[config.mk]
export PLATFORM = sky130hd
export DESIGN_NAME = segscan_diag_ctrl
export DESIGN_NICKNAME = d
export VERILOG_FILES = /design/src/rtl/segscan_pkg.sv /design/src/rtl/scan_segment.sv /design/src/rtl/chain_router.sv /design/src/rtl/sig_misr.sv /design/src/rtl/segscan_diag_ctrl.sv
export SDC_FILE = /design/constraint.sdc
export NUM_CORES = 1
export LEC_CHECK = 0
export BUFFER_PORTS_ARGS = -buffer_cell sky130_fd_sc_hd__buf_4
export CAP_MARGIN = 20
export CORE_MARGIN = 10
export CORE_UTILIZATION = 38
export CTS_CLUSTER_DIAMETER = 120
export CTS_CLUSTER_SIZE = 14
export DETAILED_ROUTE_END_ITERATION = 6
export PLACE_DENSITY = 0.65
export SLEW_MARGIN = 20
export SYNTH_ARGS = -nofsm -noshare
export SYNTH_HDL_FRONTEND = slang
export SYNTH_SLANG_ARGS = --single-unit
[constraint.sdc]
create_clock -name clk -period 4 [get_ports clk]
set_input_delay 1.2 -clock clk [delete_from_list [all_inputs] [get_ports clk]]
set_output_delay 1.2 -clock clk [all_outputs]
set_load 0.05 [all_outputs]
[src/rtl/segscan_pkg.sv]
package segscan_pkg;

  typedef enum logic [1:0] {
    MODE_NORM = 2'd0,
    MODE_OBS  = 2'd1,
    MODE_BYP  = 2'd2
  } scan_mode_e;

  // Code 3 falls back to normal linking.
  function automatic scan_mode_e decode_mode(input logic [1:0] code);
    case (code)
      2'd1:    decode_mode = MODE_OBS;
      2'd2:    decode_mode = MODE_BYP;
      default: decode_mode = MODE_NORM;
    endcase
  endfunction

endpackage

[src/rtl/scan_segment.sv]
module scan_segment #(
  parameter int LEN = 8
) (
  input  logic clk,
  input  logic rst,
  input  logic en,
  input  logic din,
  output logic dout
);

  logic [LEN-1:0] cells;

  generate
    if (LEN == 1) begin : g_single
      always_ff @(posedge clk) begin
        if (rst)     cells <= '0;
        else if (en) cells <= din;
      end
    end else begin : g_multi
      always_ff @(posedge clk) begin
        if (rst)     cells <= '0;
        else if (en) cells <= {din, cells[LEN-1:1]};
      end
    end
  endgenerate

  assign dout = cells[0];

  // a segment that is not enabled keeps its contents
  a_r7_seg_held: assert property (@(posedge clk) disable iff (rst)
    !en |=> $stable(cells));

endmodule

[src/rtl/chain_router.sv]
module chain_router #(
  parameter int NSEG = 4,
  parameter int SELW = 2
) (
  input  logic            shift_en,
  input  logic            bypass,
  input  logic [SELW-1:0] sel,
  input  logic            scan_in,
  input  logic [NSEG-1:0] seg_out,
  output logic [NSEG-1:0] seg_in,
  output logic [NSEG-1:0] seg_en,
  output logic            chain_out
);

  always_comb begin
    logic carry;
    logic skip;
    carry = scan_in;
    for (int k = 0; k < NSEG; k++) begin
      skip      = bypass && (sel == SELW'(k));
      seg_in[k] = carry;
      seg_en[k] = shift_en && !skip;
      if (!skip) carry = seg_out[k];
    end
    chain_out = carry;
  end

endmodule

[src/rtl/sig_misr.sv]
module sig_misr #(
  parameter int           W    = 16,
  parameter int           NIN  = 4,
  parameter logic [W-1:0] POLY = 16'h1021,
  parameter logic [W-1:0] SEED = 16'hACE1
) (
  input  logic           clk,
  input  logic           rst,
  input  logic           seed_load,
  input  logic           upd,
  input  logic [NIN-1:0] din,
  output logic [W-1:0]   sig
);

  logic [W-1:0] nxt;

  always_comb begin
    nxt = {sig[W-2:0], 1'b0} ^ (sig[W-1] ? POLY : '0) ^ W'(din);
  end

  always_ff @(posedge clk) begin
    if (rst || seed_load) sig <= SEED;
    else if (upd)         sig <= nxt;
  end

  // a session start reseeds the register
  a_r6_seed_load: assert property (@(posedge clk) disable iff (rst)
    seed_load |=> (sig == SEED));

  // no update request means the signature holds
  a_r9_sig_idle: assert property (@(posedge clk) disable iff (rst)
    (!seed_load && !upd) |=> $stable(sig));

endmodule

[src/rtl/segscan_diag_ctrl.sv]
module segscan_diag_ctrl
  import segscan_pkg::*;
#(
  parameter int                NUM_SEG   = 4,
  parameter int                SEG_LEN   = 8,
  parameter int                MISR_W    = 16,
  parameter logic [MISR_W-1:0] MISR_POLY = 16'h1021,
  parameter logic [MISR_W-1:0] MISR_SEED = 16'hACE1,
  localparam int               SEL_W     = (NUM_SEG > 1) ? $clog2(NUM_SEG) : 1
) (
  input  logic              clk,
  input  logic              rst,
  input  logic              shift_en,
  input  logic [1:0]        mode_sel,
  input  logic [SEL_W-1:0]  seg_sel,
  input  logic              scan_in,
  output logic              scan_out,
  output logic [MISR_W-1:0] signature
);

  scan_mode_e       act_mode;
  logic [SEL_W-1:0] act_sel;
  scan_mode_e       req_mode;
  logic             seed_load;
  logic             misr_upd;
  logic [NUM_SEG-1:0] seg_in, seg_out, seg_en, obs_vec;
  logic             chain_out;

  assign req_mode = decode_mode(mode_sel);

  // Configuration capture only between shift bursts
  always_ff @(posedge clk) begin
    if (rst) begin
      act_mode <= MODE_NORM;
      act_sel  <= '0;
    end else if (!shift_en) begin
      act_mode <= req_mode;
      act_sel  <= seg_sel;
    end
  end

  assign seed_load = !shift_en && (req_mode == MODE_OBS) &&
                     ((req_mode != act_mode) || (seg_sel != act_sel));
  assign misr_upd  = shift_en && (act_mode == MODE_OBS);

  chain_router #(.NSEG(NUM_SEG), .SELW(SEL_W)) u_router (
    .shift_en (shift_en),
    .bypass   (act_mode == MODE_BYP),
    .sel      (act_sel),
    .scan_in  (scan_in),
    .seg_out  (seg_out),
    .seg_in   (seg_in),
    .seg_en   (seg_en),
    .chain_out(chain_out)
  );

  generate
    for (genvar g = 0; g < NUM_SEG; g++) begin : g_seg
      scan_segment #(.LEN(SEG_LEN)) u_seg (
        .clk (clk),
        .rst (rst),
        .en  (seg_en[g]),
        .din (seg_in[g]),
        .dout(seg_out[g])
      );
      // Masking: only the observed segment reaches the compactor
      assign obs_vec[g] = seg_out[g] && (act_mode == MODE_OBS) &&
                          (act_sel == SEL_W'(g));
    end
  endgenerate

  sig_misr #(.W(MISR_W), .NIN(NUM_SEG), .POLY(MISR_POLY), .SEED(MISR_SEED)) u_misr (
    .clk      (clk),
    .rst      (rst),
    .seed_load(seed_load),
    .upd      (misr_upd),
    .din      (obs_vec),
    .sig      (signature)
  );

  always_ff @(posedge clk) begin
    if (rst)           scan_out <= 1'b0;
    else if (shift_en) scan_out <= chain_out;
  end

  // active configuration never moves during a shift
  a_r8_cfg_stable: assert property (@(posedge clk) disable iff (rst)
    shift_en |=> ($stable(act_mode) && $stable(act_sel)));

  // scan output frozen without shift
  a_r3_so_hold: assert property (@(posedge clk) disable iff (rst)
    !shift_en |=> $stable(scan_out));

  // at most one segment feeds the compactor
  a_r5_mask_onehot: assert property (@(posedge clk) disable iff (rst)
    $onehot0(obs_vec));

  // bypass or normal mode never disturbs the signature while shifting
  a_r9_no_upd_outside_obs: assert property (@(posedge clk) disable iff (rst)
    (shift_en && act_mode != MODE_OBS) |=> $stable(signature));

endmodule

**After elaboration in Yosys (flattened, before gate mapping)**

Index checks and enable logic that the tools add are counted.

- Register bits after elaboration: 53
- Input bits: 8
- Logic and storage cells: 53

- Eq/ne operators: 10
- Muxes and demuxes: 6
- Bitwise gates (word level): 2
- Reduce and logical (&&, ||, !) cells: 27

Operators by type and width:

| operator | count |
|---|---|
| $logic_and A1 B1 Y1 | 19 |
| $xor A16 B16 Y16 | 1 |
| $xor A16 B4 Y16 | 1 |
| $mux W13 | 1 |
| $eq A2 B1 Y1 const B | 4 |
| $eq A2 B2 Y1 const B | 4 |
| $logic_not A1 Y1 | 5 |
| $mux W1 | 4 |
| $ne A2 B2 Y1 | 2 |
| $pmux W2 S2 | 1 |
| $logic_not A2 Y1 | 1 |
| $logic_or A1 B1 Y1 | 2 |

**Logic depth before layout (Yosys ltp)**

Gate-level depths: netlist (run 1).

- Depth after elaboration: 6
- Depth in mapped cells: 6
- Depth with buffers taken out: 4

**Cells and area by module**

From an unflattened synthesis (run 1), not the netlist that was laid out.

- Cells, all modules: 214
- Area total of the unflattened synthesis: 2234.6 um^2

By module, submodules not included:

| module | instances | cells an instance | area each (um^2) | seq. area each (um^2) |
|---|---|---|---|---|
| scan_segment | 4 | 26 | 285.3 | 160.2 |
| sig_misr | 1 | 69 | 711.9 | 320.3 |
| segscan_diag_ctrl | 1 | 28 | 270.3 | 100.1 |
| chain_router | 1 | 13 | 111.4 | 0.0 |

**Least setup slack after synthesis (run 1)**

OpenSTA, ideal clock, no wires.

- Kind: in2reg
- From: input port shift_en
- To: register u_misr.sig[14]
- Setup time: 0.121 ns
- Data arrival time: 2.010 ns
- Data required time: 3.879 ns
- Path slack: 1.869 ns
- Stages on the path: 4
- Cell sequence: buf_2 -> nor3b_1 -> a21o_2 -> a21oi_1

- Cells in the longest elaborated chain, start to end: 4

RTL lines:

| item | line | source |
|---|---|---|
| start, declared | segscan_diag_ctrl.sv:13 | `input logic shift_en,` |
| $logic_not A1 Y1 | segscan_diag_ctrl.sv:42 | `assign seed_load = !shift_en && (req_mode == MODE_OBS) &&` |
| $logic_and A1 B1 Y1 (2 in a row) | segscan_diag_ctrl.sv:42 |  |
| $logic_or A1 B1 Y1 | sig_misr.sv:22 | `if (rst \|\| seed_load) sig <= SEED;` |
| end signal, assigned | sig_misr.sv:23 | `else if (upd) sig <= nxt;` |
| end, declared | sig_misr.sv:12 | `output logic [W-1:0] sig` |

Several ways; a longest one is shown, not always the timed one.
A chain may end at the register's enable or synchronous reset.

**Worst setup path after layout (run 1)**

- From: register u_misr.sig[15]
- To: output port signature[15]

RTL lines:

| item | line | source |
|---|---|---|
| end, declared | segscan_diag_ctrl.sv:18 | `output logic [MISR_W-1:0] signature` |

No word-level cell between the ends.

==> summary.md, run 1 <==
| Metric | Value |
|---|---|
| Outcome | finished, final reports clean |
| Clock tree from TritonCTS | built |
| Synthesized instance count | 234 |
| Starting utilization of the core area | 0.398 |
| Worst-case headroom to the max-slew limit | 0.540 |
| Ordered cell list for the critical path | buf_4 |
| Maximum capacitance violations | 0 |
| Nature of the critical path endpoint | primary output |
| Hold Path Sink | g_seg[3].u_seg.cells[4]$_SDFFE_PP0P_ |
| Vias post-DR | 1493 |
| Final sum of negative setup slack | 0 ns |
| Total setup buffers inserted after CTS | 0 |
| Seq/Total Area, Yosys | 0.475 |
| Critical Path Source Type | flop |
| Number of standard cells in the final layout excluding fillers | 313 |
| Unrepaired setup endpoints after global routing | no |
| Critical path data arrival time | 1.03 ns |
| Die width | 96.7 µm |
| I/O pins | 25 |
| Worst setup slack before clock tree synthesis | 1.52 ns |
| Multiplexer share of the synthesized area | 0.136 |
| Crit path required time | 2.80 ns |
| Worst skew pair latency | 0.30 ns |
| Synthesized-area fraction occupied by ao, oa, aoi and oai cells | 0.0756 |
| Netlist area before placement | 2230 µm² |
| Final standard cell utilization of the core | 0.437 |
| Crit path max-delay family | flip-flops |
| Hold crit path type | flop to flop |
| Fraction of final layout cells sized beyond drive strength 1 | 0.174 |
| Total global-route track usage | 0.0841 |
| CTS Root Cell | clkbuf_8 |
| Global route overflow | 0 |
| Count of distinct cell types in the synthesized netlist | 29 |
| Number of nets at the end of the flow | 248 |
| Vias in the first global route | 1388 |
| Maximum operating frequency | 449 MHz |
| Worst Hold Depth | 2 |
| Core region area | 5610 µm² |
| Largest family of logic cells by synthesized area | simple AND/OR/NAND/NOR gates |
| Hold path start | g_seg[3].u_seg.cells[4]$_SDFFE_PP0P_ |
| Iter 0 DRT Violations | 81 |
| Hold buffer count at CTS | 0 |
| Clock skew after layout | 0.00611 ns |
| Slew at the pin with the worst max-slew slack | 0.690 ns |
| R2R Path Start | act_sel[1]$_SDFFE_PP0N_ |
| Site Rows | 27 |
| Clock edge transition at the registers on the reported setup and hold paths | 0.09 ns |
| Depth of the worst register-to-register path | 4 |
| Global-route wire length before repair | 6.78 mm |
| Largest net degree at the start of global routing | 40 |
| Warnings from Yosys | 0 |
| Fraction of registers with async set/reset | 0 |
| Static Leakage | 0.00100 µW |
| Ratio of total power to cell area | 422 nW/µm² |
| Count of nets left with antenna violations after detail routing | 0 |
| Number of vias per cell after detailed routing | 4.77 |
| Number of buffers and inverters on the critical path | 1 |
| Reg2reg end | g_seg[3].u_seg.cells[6]$_SDFFE_PP0P_ |
| Part of the cycle the worst path needs | 0.557 |
| Maximum number of buffers from clock root to sink | 2 |
| Setup CP Type | flop to primary output |
| I/O Buffers | 24 |
| Post-cts repair resize count | 0 |
| Total clock buffers created by CTS | 5 |
| Synth Net Count | 242 |
| Worst voltage drop across the vdd grid | 239 µV |
| Average cell area after synthesis | 9.54 µm² |
| DRC viols | 0 |
| Cell at the slowest stage of the critical path | dfxtp_1 |
| Final worst slack | 1.77 ns |
| Largest fanout on the critical path | 5 |
| Routed WL per cell | 12.5 µm |
| Number of placed cells counting well taps | 305 |
| Post-route worst hold slack | 0.460 ns |
| Count of pins over their slew limit | 0 |
| Total wire length | 3.91 mm |
| Xor/xnor share of the synthesized area | 0.0314 |
| Area enclosed by the die boundary | 9340 µm² |
| CTS sink count | 53 |
| Final Hold Violating Endpoints | 0 |
| Adder and majority cell fraction of the synthesized area | 0 |
| Initial antenna violation count | 0 |
| Final setup fails | 0 |
| Register-to-register setup slack | 2.28 ns |
| Primary flip-flop cell chosen by synthesis mapping | dfxtp_1 |
| Final weighted congestion in routability-driven placement | 0.725 |
| Count of state elements after synthesis | 53 |
| Area Overhead vs Synth | 9.75% |
| Share of synthesized cell area in and, or, nand and nor gates | 0.199 |
| CTS H-tree lvls | 2 |
| Number of enable flip-flop cells after synthesis | 0 |
| Delay of the slowest cell on the worst path | 0.47 ns |
| Die Y-Extent | 96.7 µm |
| N_diodes | 0 |
| Number of search-and-repair iterations in the first detailed-routing pass | 4 |
| Minimum period implied by the final worst setup slack | 2.23 ns |
| HPWL reported at the end of detailed placement | 2.75 mm |
==> synth_stat cells (3+ instances only) <==
| cell | count | share of area |
|---|---|---|
| a21oi_1 | 13 | 0.029 |
| nand2_1 | 30 | 0.050 |
| nor2_1 | 36 | 0.061 |
| nand2b_1 | 3 | 0.0084 |
| nand3_1 | 15 | 0.034 |
| mux2i_1 | 28 | 0.13 |
| clkbuf_1 | 5 | 0.0084 |
| buf_4 | 12 | 0.040 |
| xor2_1 | 4 | 0.016 |
| a211oi_2 | 4 | 0.022 |
| buf_6 | 6 | 0.030 |
| xnor2_1 | 4 | 0.016 |
| dfxtp_1 | 53 | 0.48 |
==> layer usage <==
| metal | wire length, µm | vias up | track usage |
|---|---|---|---|
| li1 | - | 782 | - |
| met1 | 1950 | 676 | 0.113 |
| met2 | 1720 | 30 | 0.119 |
| met3 | 193 | 5 | 0.0291 |
| met4 | 49 | 0 | 0.0338 |
| met5 | 0 | - | 0 |
==> cell families after synthesis <==
group | count (synthesis)
compound gates | 24
xor+xnor | 8
buf+inv | 25
flops | 53
mux | 30
simple gates | 94
==> worst register-to-register path: cells and delay by family (launching register included) <==
kind               cells  cell delay, ns
DFF                    1            0.56
and+or+nand+nor        3            0.96
AOI/OAI and AO/OA      1            0.14
==> through the flow <==
step | total power (µW) | area (µm²)
2_1_floorplan | 620 | 2230
3_3_place_gp | 631 | 2320
3_5_place_dp | 631 | 2320
4_1_cts | 1050 | 2450
5_1_grt | 1080 | 2450
6_report | 1030 | 2450
==> cells in the final DEF (no fill, tap or decap), types with 2 or more instances in the layout <==
cell	netlist	routed
nand3_1	15	15
mux2_2	2	2
xor2_1	4	4
nand2b_1	3	3
clkbuf_8	0	5
a21oi_1	13	13
mux2i_1	28	28
nand3b_1	2	2
xnor2_1	4	4
nand2_1	30	30
and4bb_1	2	2
buf_4	12	24
a211oi_2	4	4
nor2_1	36	36
nor3b_1	2	2
bufinv_16	0	2
dfxtp_1	53	53
==> layout make-up <==
class,count,area (µm²)
tap,72,90.1
clock inverter,3,65.1
sequential,53,1060
multi-input combinational,156,986
timing repair buffer,24,180
clock buffer,5,68.8
fill,558,3160
==> power breakdown <==
group | total [µW] | internal (µW) | switching [µW]
logic | 73.0 | 27.4 | 45.5
registers | 544 | 535 | 9.13
clock network | 417 | 248 | 169
total | 1030 | 811 | 223
==> state kept, by name, indices dropped and copies added (netlist names) <==
name	cells
u_misr.sig	16
act_mode	2
act_sel	2
g_seg.u_seg.cells	32
scan_out	1
==> how the worst max path moves through the flow <==
stage	from	end	slack, ns	cells after the start
final	u_misr.sig[15]$_SDFFE_PP1P_	signature[15]	1.77	1
after global routing	shift_en	u_misr.sig[2]$_SDFFE_PP0P_	1.72	4
after CTS	u_misr.sig[15]$_SDFFE_PP1P_	signature[15]	1.76	1
after detailed placement	shift_en	u_misr.sig[2]$_SDFFE_PP0P_	1.52	4
after global placement	shift_en	u_misr.sig[3]$_SDFFE_PP0P_	1.56	4
after floorplan	shift_en	u_misr.sig[14]$_SDFFE_PP0P_	1.87	4
Power figures use the tool's default switching activity.
==> run 2: changes to the inputs <==
ABC_AREA = 1   (was default)
clock period = 2.15 ns   (was 4 ns; I/O delays follow)
==> run 2 against run 1 <==
Area after synthesis grew 4.6%. Flip-flop and latch count is the same. First-iteration DRC count grew 28%. Final cell count grew 29%. Non-clock buffer count grew 1. Largest cell class unchanged. Final area grew 5.2%. Clock skew shrank 0.00082 ns. Global-route usage grew 1.3 points. Die area grew 3.6%. Clock-buffer cell count grew 2.
==> summary.md, run 2 <==
| Metric | Value |
|---|---|
| Starting utilization of the core area | 0.392 (-0.00603) |
| Ordered cell list for the critical path | buf_4 |
| Setup CP Type | flop to primary output |
| Critical path data arrival time | 1.01 ns (-0.02 ns) |
| Reg2reg end | u_misr.sig[0]$_SDFFE_PP1P_ |
| Share of the synthesized area in the top cell type | 0.454 (-0.0209) |
| Number of enable flip-flop cells after synthesis | 0 (unchanged) |
| Cell at the slowest stage of the critical path | dfxtp_1 |
| Internal power | 1400 µW (+72%) |
| Number of standard cells in the final layout excluding fillers | 404 (+29%) |
| Final Hold Violating Endpoints | 0 (unchanged) |
| Maximum number of buffers from clock root to sink | 2 (unchanged) |
| Biggest area consumer among synthesized cells | dfxtp_1 |
| Unrepaired setup endpoints after global routing | no |
| Count of pins over their slew limit | 0 (unchanged) |
| Delay of the slowest cell on the worst path | 0.46 ns (about the same) |
| CTS sink count | 53 (unchanged) |
| Most frequent cell after synthesis | nor2_1 |
| Global-route wire length before repair | 8.09 mm (+19%) |
| Seq/Total Area, Yosys | 0.454 (-0.0209) |
| Count of state elements after synthesis | 53 (unchanged) |
| DRC viols | 0 (unchanged) |
| Final worst slack | 0.494 ns (-1.28 ns) |
| Part of the cycle the worst path needs | 0.770 |
| Primary flip-flop cell chosen by synthesis mapping | dfxtp_1 |
| Slew at the pin with the worst max-slew slack | 0.408 ns (-0.283 ns) |
| Total clock buffers created by CTS | 5 (unchanged) |
| Area Overhead vs Synth | 10.4% |
| Hold crit path type | flop to flop |
| Post-cts repair resize count | 0 (unchanged) |
| Number of flip-flops in the largest register | 32 (unchanged) |
| Area enclosed by the die boundary | 9680 µm² (+3.6%) |
| Register-to-register setup slack | 0.76 ns (-1.52 ns) |
| Site Rows | 28 (+3.7%) |
| Maximum capacitance violations | 0 (unchanged) |
| Initial antenna violation count | 0 (unchanged) |
| Number of vias per cell after detailed routing | 4.62 (-3.2%) |
| Number of fill cells | 631 (+13%) |
| Total global-route track usage | 0.0971 (+0.0130) |
| Count of nets left with antenna violations after detail routing | 0 (unchanged) |
| N_diodes | 0 (unchanged) |
| Final weighted congestion in routability-driven placement | 0.800 (+10%) |
| Clock skew after layout | 0.00530 ns (-0.000818 ns) |
| Fraction of registers with async set/reset | 0 (unchanged) |
| Largest registers | g_seg.u_seg.cells: 32 flops, u_misr.sig: 16 flops |
| Leading cell type in the layout, fill and taps excluded | nor2_1 |
| Clock group share of total power | 0.317 (-0.086) |
| Die width | 98.4 µm (+1.8%) |
| Worst setup slack before clock tree synthesis | 0.375 ns (-1.15 ns) |
| Sw Share | 0.253 (+0.0376) |
| Vias in the first global route | 1833 (+32%) |
| Worst-case headroom to the max-slew limit | 0.728 (+0.188) |
| Static Leakage | 0.00112 µW (+12%) |
| Warnings from Yosys | 0 (unchanged) |
| Worst skew pair latency | 0.30 ns (about the same) |
| Final setup fails | 0 (unchanged) |
| Largest net degree at the start of global routing | 42 (+5.0%) |
| HPWL reported at the end of detailed placement | 3.22 mm (+17%) |
| Synthesized instance count | 315 (+35%) |
| Ratio of total power to cell area | 726 nW/µm² (+72%) |
| Die Y-Extent | 98.4 µm (+1.8%) |
| Average cell area after synthesis | 7.42 µm² (-22%) |
| Share of power burned in registers | 0.571 (+0.045) |
| Depth of the worst register-to-register path | 9 (+5) |
| Maximum operating frequency | 604 MHz |
| Synth Net Count | 323 (+33%) |
| Total setup buffers inserted after CTS | 0 (unchanged) |
| Hold buffer count at CTS | 0 (unchanged) |
| Largest fanout on the critical path | 6 (+1) |
| Net Switching | 474 µW (+110%) |
| Crit path max-delay family | flip-flops |
| Most used cells in the layout excluding fill and tap cells | nor2_1, dfxtp_1, nand2_1, o21ai_0, buf_4 |
| I/O Buffers | 24 (unchanged) |
| Most frequent cells after synthesis | nor2_1, dfxtp_1, nand2_1 |
| Minimum period implied by the final worst setup slack | 1.66 ns |
| CTS H-tree lvls | 2 (unchanged) |
| Number of buffers and inverters on the critical path | 1 (unchanged) |
| Core region area | 5960 µm² (+6.2%) |
| Hold path start | scan_out$_SDFFE_PP0P_ |
| Worst Hold Depth | 2 (unchanged) |
| Number of placed cells counting well taps | 396 (+30%) |
| Count of distinct cell types in the synthesized netlist | 29 (unchanged) |
| Number of nets at the end of the flow | 336 (+35%) |
| Hold Path Sink | scan_out$_SDFFE_PP0P_ |
| Nature of the critical path endpoint | primary output |
| Routed WL per cell | 11.2 µm (-10%) |
| Clock tree from TritonCTS | built |
| Iter 0 DRT Violations | 104 (+28%) |
| Total wire length | 4.53 mm (+16%) |
| R2R Path Start | act_sel[1]$_SDFFE_PP0N_ |
| Crit path required time | 1.50 ns (-1.30 ns) |
| Number of search-and-repair iterations in the first detailed-routing pass | 4 (unchanged) |
| Clock edge transition at the registers on the reported setup and hold paths | 0.09 ns (about the same) |
| Netlist area before placement | 2340 µm² (+4.6%) |
| Fraction of final layout cells sized beyond drive strength 1 | 0.179 (+0.00506) |
| Combinational power share | 0.112 (+0.041) |
| Worst voltage drop across the vdd grid | 261 µV (+9.5%) |
| Dominant cells by area after synthesis | dfxtp_1, nor2_1, nand2_1 |
| CTS Root Cell | clkbuf_8 |
| Critical Path Source Type | flop |
| Final sum of negative setup slack | 0 ns (unchanged) |
| I/O pins | 25 (unchanged) |
| Reg with most FFs | g_seg.u_seg.cells |
| Vias post-DR | 1866 (+25%) |
| Global route overflow | 0 (unchanged) |
| Outcome | finished, final reports clean |
## run 2: changes by cell type after synthesis, sizes merged, moves of 3 or more
cell,previous run,this run
mux2i,28,0
nand4,0,8
nand2b,3,0
a21oi,14,11
xor2,4,0
a211oi,5,0
nand2,30,61
o21ai,1,38
inv,0,27
buf,20,15
nor2,36,77
## run 2: cells by family (layout without fill, tap and decap cells)
logic type / Yosys count / after routing / synth area share
and+or+nand+nor: 161 / 161 / 0.307
DFF: 53 / 53 / 0.454
AOI/OAI and AO/OA: 51 / 51 / 0.121
buffers and inverters: 47 / 61 / 0.106
xor gates and xnor gates: 3 / 3 / 0.0113
## run 2: per-stage QoR
stage | instance area, µm² | hold slack [ns] | util | total power, µW
floorplan | 2340 | 0.446 | - | 1260
detailed placement | 2480 | 0.462 | 0.416 | 1300
global route | 2580 | 0.500 | 0.433 | 1980
CTS | 2580 | 0.476 | 0.433 | 1900
finish | 2580 | 0.469 | 0.433 | 1870
global placement | 2480 | 0.454 | 0.416 | 1300
## run 2: worst max-delay path by stage
stage | start | end | slack, ns | cells past startpoint
floorplan | shift_en | u_misr.sig[1]$_SDFFE_PP0P_ | 0.69 | 5
global placement | shift_en | u_misr.sig[4]$_SDFFE_PP0P_ | 0.39 | 8
detailed placement | shift_en | u_misr.sig[2]$_SDFFE_PP0P_ | 0.37 | 8
CTS | u_misr.sig[15]$_SDFFE_PP1P_ | signature[15] | 0.47 | 1
global route | u_misr.sig[15]$_SDFFE_PP1P_ | signature[15] | 0.45 | 1
finish | u_misr.sig[15]$_SDFFE_PP1P_ | signature[15] | 0.49 | 1
## run 2: per-layer routing
metal	part of all wire	GRT usage	up-vias
li1	-	-	1014
met1	0.47	0.114	810
met2	0.47	0.163	36
met3	0.051	0.0218	6
met4	0.016	0.0463	0
met5	0	0	-
## run 2: area by class of cell
cell class	instances	area, µm²	share of cell area
multi-input combinational	215	1030	0.398
tap	75	93.8	0.0364
clock inverter	1	5.00	0.00194
timing repair buffer	25	188	0.0728
clock buffer	7	96.3	0.0374
inverter	28	108	0.0417
sequential	53	1060	0.411
## run 2: power groups by stage
stage / sequential (µW) / combinational (µW) / clock [µW]
floorplan: 1090 / 169 / 0
global placement: 1090 / 209 / 0
detailed placement: 1090 / 211 / 0
CTS: 1070 / 212 / 623
global route: 1080 / 244 / 656
finish: 1070 / 209 / 594
==> run 3: changes to the inputs <==
clock period = 1.6 ns   (was 2.15 ns; I/O delays follow)
==> run 3 against run 2 <==
Clock skew grew 0.0032 ns. Via count increased by 2.5%. Core utilization grew 0.48 points. Flip-flop and latch count stayed put. Total power up 35%. Worst hold slack worse by 0.099 ns. Die area did not move. Combinational power rose by 38%. Register-to-register slack worse by 0.56 ns.
==> summary.md, run 3 (same netlist as run 2, synthesis figures left out) <==
| Metric | Value |
|---|---|
| Ratio of total power to cell area | 971 nW/µm² (+34%) |
| Hold buffer count at CTS | 0 (unchanged) |
| Reg with most FFs | g_seg.u_seg.cells |
| Crit path required time | 1.12 ns (-0.38 ns) |
| Maximum number of buffers from clock root to sink | 2 (unchanged) |
| DRC viols | 0 (unchanged) |
| Critical path data arrival time | 1.03 ns (+0.02 ns) |
| Core region area | 5960 µm² (unchanged) |
| Number of search-and-repair iterations in the first detailed-routing pass | 4 (unchanged) |
| Maximum operating frequency | 662 MHz |
| Number of vias per cell after detailed routing | 4.71 (+2.0%) |
| Final Hold Violating Endpoints | 0 (unchanged) |
| Total wire length | 4.67 mm (+3.0%) |
| Vias post-DR | 1912 (+2.5%) |
| Count of pins over their slew limit | 0 (unchanged) |
| Number of placed cells counting well taps | 398 (+0.51%) |
| Global route overflow | 0 (unchanged) |
| Critical Path Source Type | flop |
| Area enclosed by the die boundary | 9680 µm² (unchanged) |
| Unrepaired setup endpoints after global routing | no |
| Starting utilization of the core area | 0.392 (unchanged) |
| Post-cts repair resize count | 0 (unchanged) |
| Nature of the critical path endpoint | primary output |
| Clock edge transition at the registers on the reported setup and hold paths | 0.09 ns (about the same) |
| Total setup buffers inserted after CTS | 0 (unchanged) |
| CTS Root Cell | clkbuf_8 |
| Combinational power share | 0.114 (+0.002) |
| Sw Share | 0.256 (+0.00240) |
| Count of nets left with antenna violations after detail routing | 0 (unchanged) |
| Ordered cell list for the critical path | buf_4 |
| Largest registers | g_seg.u_seg.cells: 32 flops, u_misr.sig: 16 flops |
| Final weighted congestion in routability-driven placement | 0.835 (+4.4%) |
| Crit path max-delay family | flip-flops |
| Largest net degree at the start of global routing | 42 (unchanged) |
| Part of the cycle the worst path needs | 0.945 |
| Vias in the first global route | 1816 (-0.93%) |
| Number of fill cells | 626 (-0.79%) |
| Hold crit path type | primary input to flop |
| Die width | 98.4 µm (unchanged) |
| Die Y-Extent | 98.4 µm (unchanged) |
| Cell at the slowest stage of the critical path | dfxtp_1 |
| Clock tree from TritonCTS | built |
| Area Overhead vs Synth | 11.6% |
| Minimum period implied by the final worst setup slack | 1.51 ns |
| Fraction of final layout cells sized beyond drive strength 1 | 0.187 (+0.00798) |
| Number of standard cells in the final layout excluding fillers | 406 (+0.50%) |
| Setup CP Type | flop to primary output |
| Number of flip-flops in the largest register | 32 (unchanged) |
| I/O pins | 25 (unchanged) |
| Slew at the pin with the worst max-slew slack | 0.282 ns (-0.125 ns) |
| Number of buffers and inverters on the critical path | 1 (unchanged) |
| Static Leakage | 0.00113 µW (+1.4%) |
| Final setup fails | 0 (unchanged) |
| Largest fanout on the critical path | 6 (unchanged) |
| Worst-case headroom to the max-slew limit | 0.810 (+0.0828) |
| Share of power burned in registers | 0.568 (-0.003) |
| Initial antenna violation count | 0 (unchanged) |
| Worst voltage drop across the vdd grid | 382 µV (+46%) |
| Final standard cell utilization of the core | 0.438 (+0.00483) |
| Delay of the slowest cell on the worst path | 0.47 ns (about the same) |
| Most used cells in the layout excluding fill and tap cells | nor2_1, nand2_1, dfxtp_1, o21ai_0, buf_4 |
| I/O Buffers | 24 (unchanged) |
| CTS H-tree lvls | 2 (unchanged) |
| Maximum capacitance violations | 0 (unchanged) |
| Total global-route track usage | 0.0995 (+0.00234) |
| Routed WL per cell | 11.5 µm (+2.5%) |
| Final sum of negative setup slack | 0 ns (unchanged) |
| Global-route wire length before repair | 8.29 mm (+2.5%) |
| HPWL reported at the end of detailed placement | 3.35 mm (+4.0%) |
| Net Switching | 648 µW (+37%) |
| Iter 0 DRT Violations | 97 (-6.7%) |
| Internal power | 1880 µW (+35%) |
| Worst skew pair latency | 0.31 ns (about the same) |
| Clock skew after layout | 0.00849 ns (+0.00320 ns) |
| Clock group share of total power | 0.318 (about the same) |
| Site Rows | 28 (unchanged) |
| Number of nets at the end of the flow | 338 (+0.60%) |
| Leading cell type in the layout, fill and taps excluded | nor2_1 |
| N_diodes | 0 (unchanged) |
| Total clock buffers created by CTS | 5 (unchanged) |
| Outcome | finished, final reports clean |
| CTS sink count | 53 (unchanged) |
[run 3: cell count changes in the layout (fill, tap and decap cells not counted), sizes merged]
cell,delta
buf,+2
[run 3: power by group through the flow]
| stage | logic (µW) | registers, µW | clock network, µW |
|---|---|---|---|
| floorplan | 227 | 1460 | 0 |
| finish | 288 | 1440 | 806 |
| CTS | 292 | 1440 | 833 |
| global placement | 286 | 1470 | 0 |
| detailed placement | 291 | 1470 | 0 |
| global route | 333 | 1450 | 881 |
[run 3: final timing paths]
| check | end | cells past startpoint | startpoint | slack, ns |
|---|---|---|---|---|
| worst max-delay path | signature[15] | 1 | u_misr.sig[15]$_SDFFE_PP1P_ | 0.09 |
| worst min-delay path | act_mode[0]$_SDFFE_PP0N_ | 2 | rst | 0.37 |
| worst max register to register | g_seg[1].u_seg.cells[7]$_SDFFE_PP0P_ | 7 | act_sel[0]$_SDFFE_PP0N_ | 0.20 |
| worst min register to register | scan_out$_SDFFE_PP0P_ | 2 | scan_out$_SDFFE_PP0P_ | 0.48 |
[run 3: cell type report]
type,instances,area (µm²),share of cell area
inverters,28,108,0.0413
multi-input cells,215,1030,0.394
clock buffers,7,96.3,0.0369
well taps,75,93.8,0.0360
flip-flops and latches,53,1060,0.407
repair buffers,27,215,0.0825
clock inverters,1,5.00,0.00192
[run 3: per-stage QoR]
step | total power, µW | setup slack, ns | area [µm²] | hold slack (ns)
floorplan | 1690 | 0.307 | 2340 | 0.446
global placement | 1750 | 0.187 | 2500 | 0.451
detailed placement | 1760 | 0.147 | 2500 | 0.465
CTS | 2560 | 0.0792 | 2610 | 0.361
global route | 2660 | 0.0221 | 2610 | 0.361
finish | 2530 | 0.0885 | 2610 | 0.371
[run 3: layer usage]
layer  vias to the layer above  part of all wire  GRT usage
met3                         9             0.041     0.0261
li1                       1022                 -          -
met2                        26              0.44      0.157
met1                       855              0.50      0.121
met5                         -                 0          0
met4                         0             0.025     0.0507
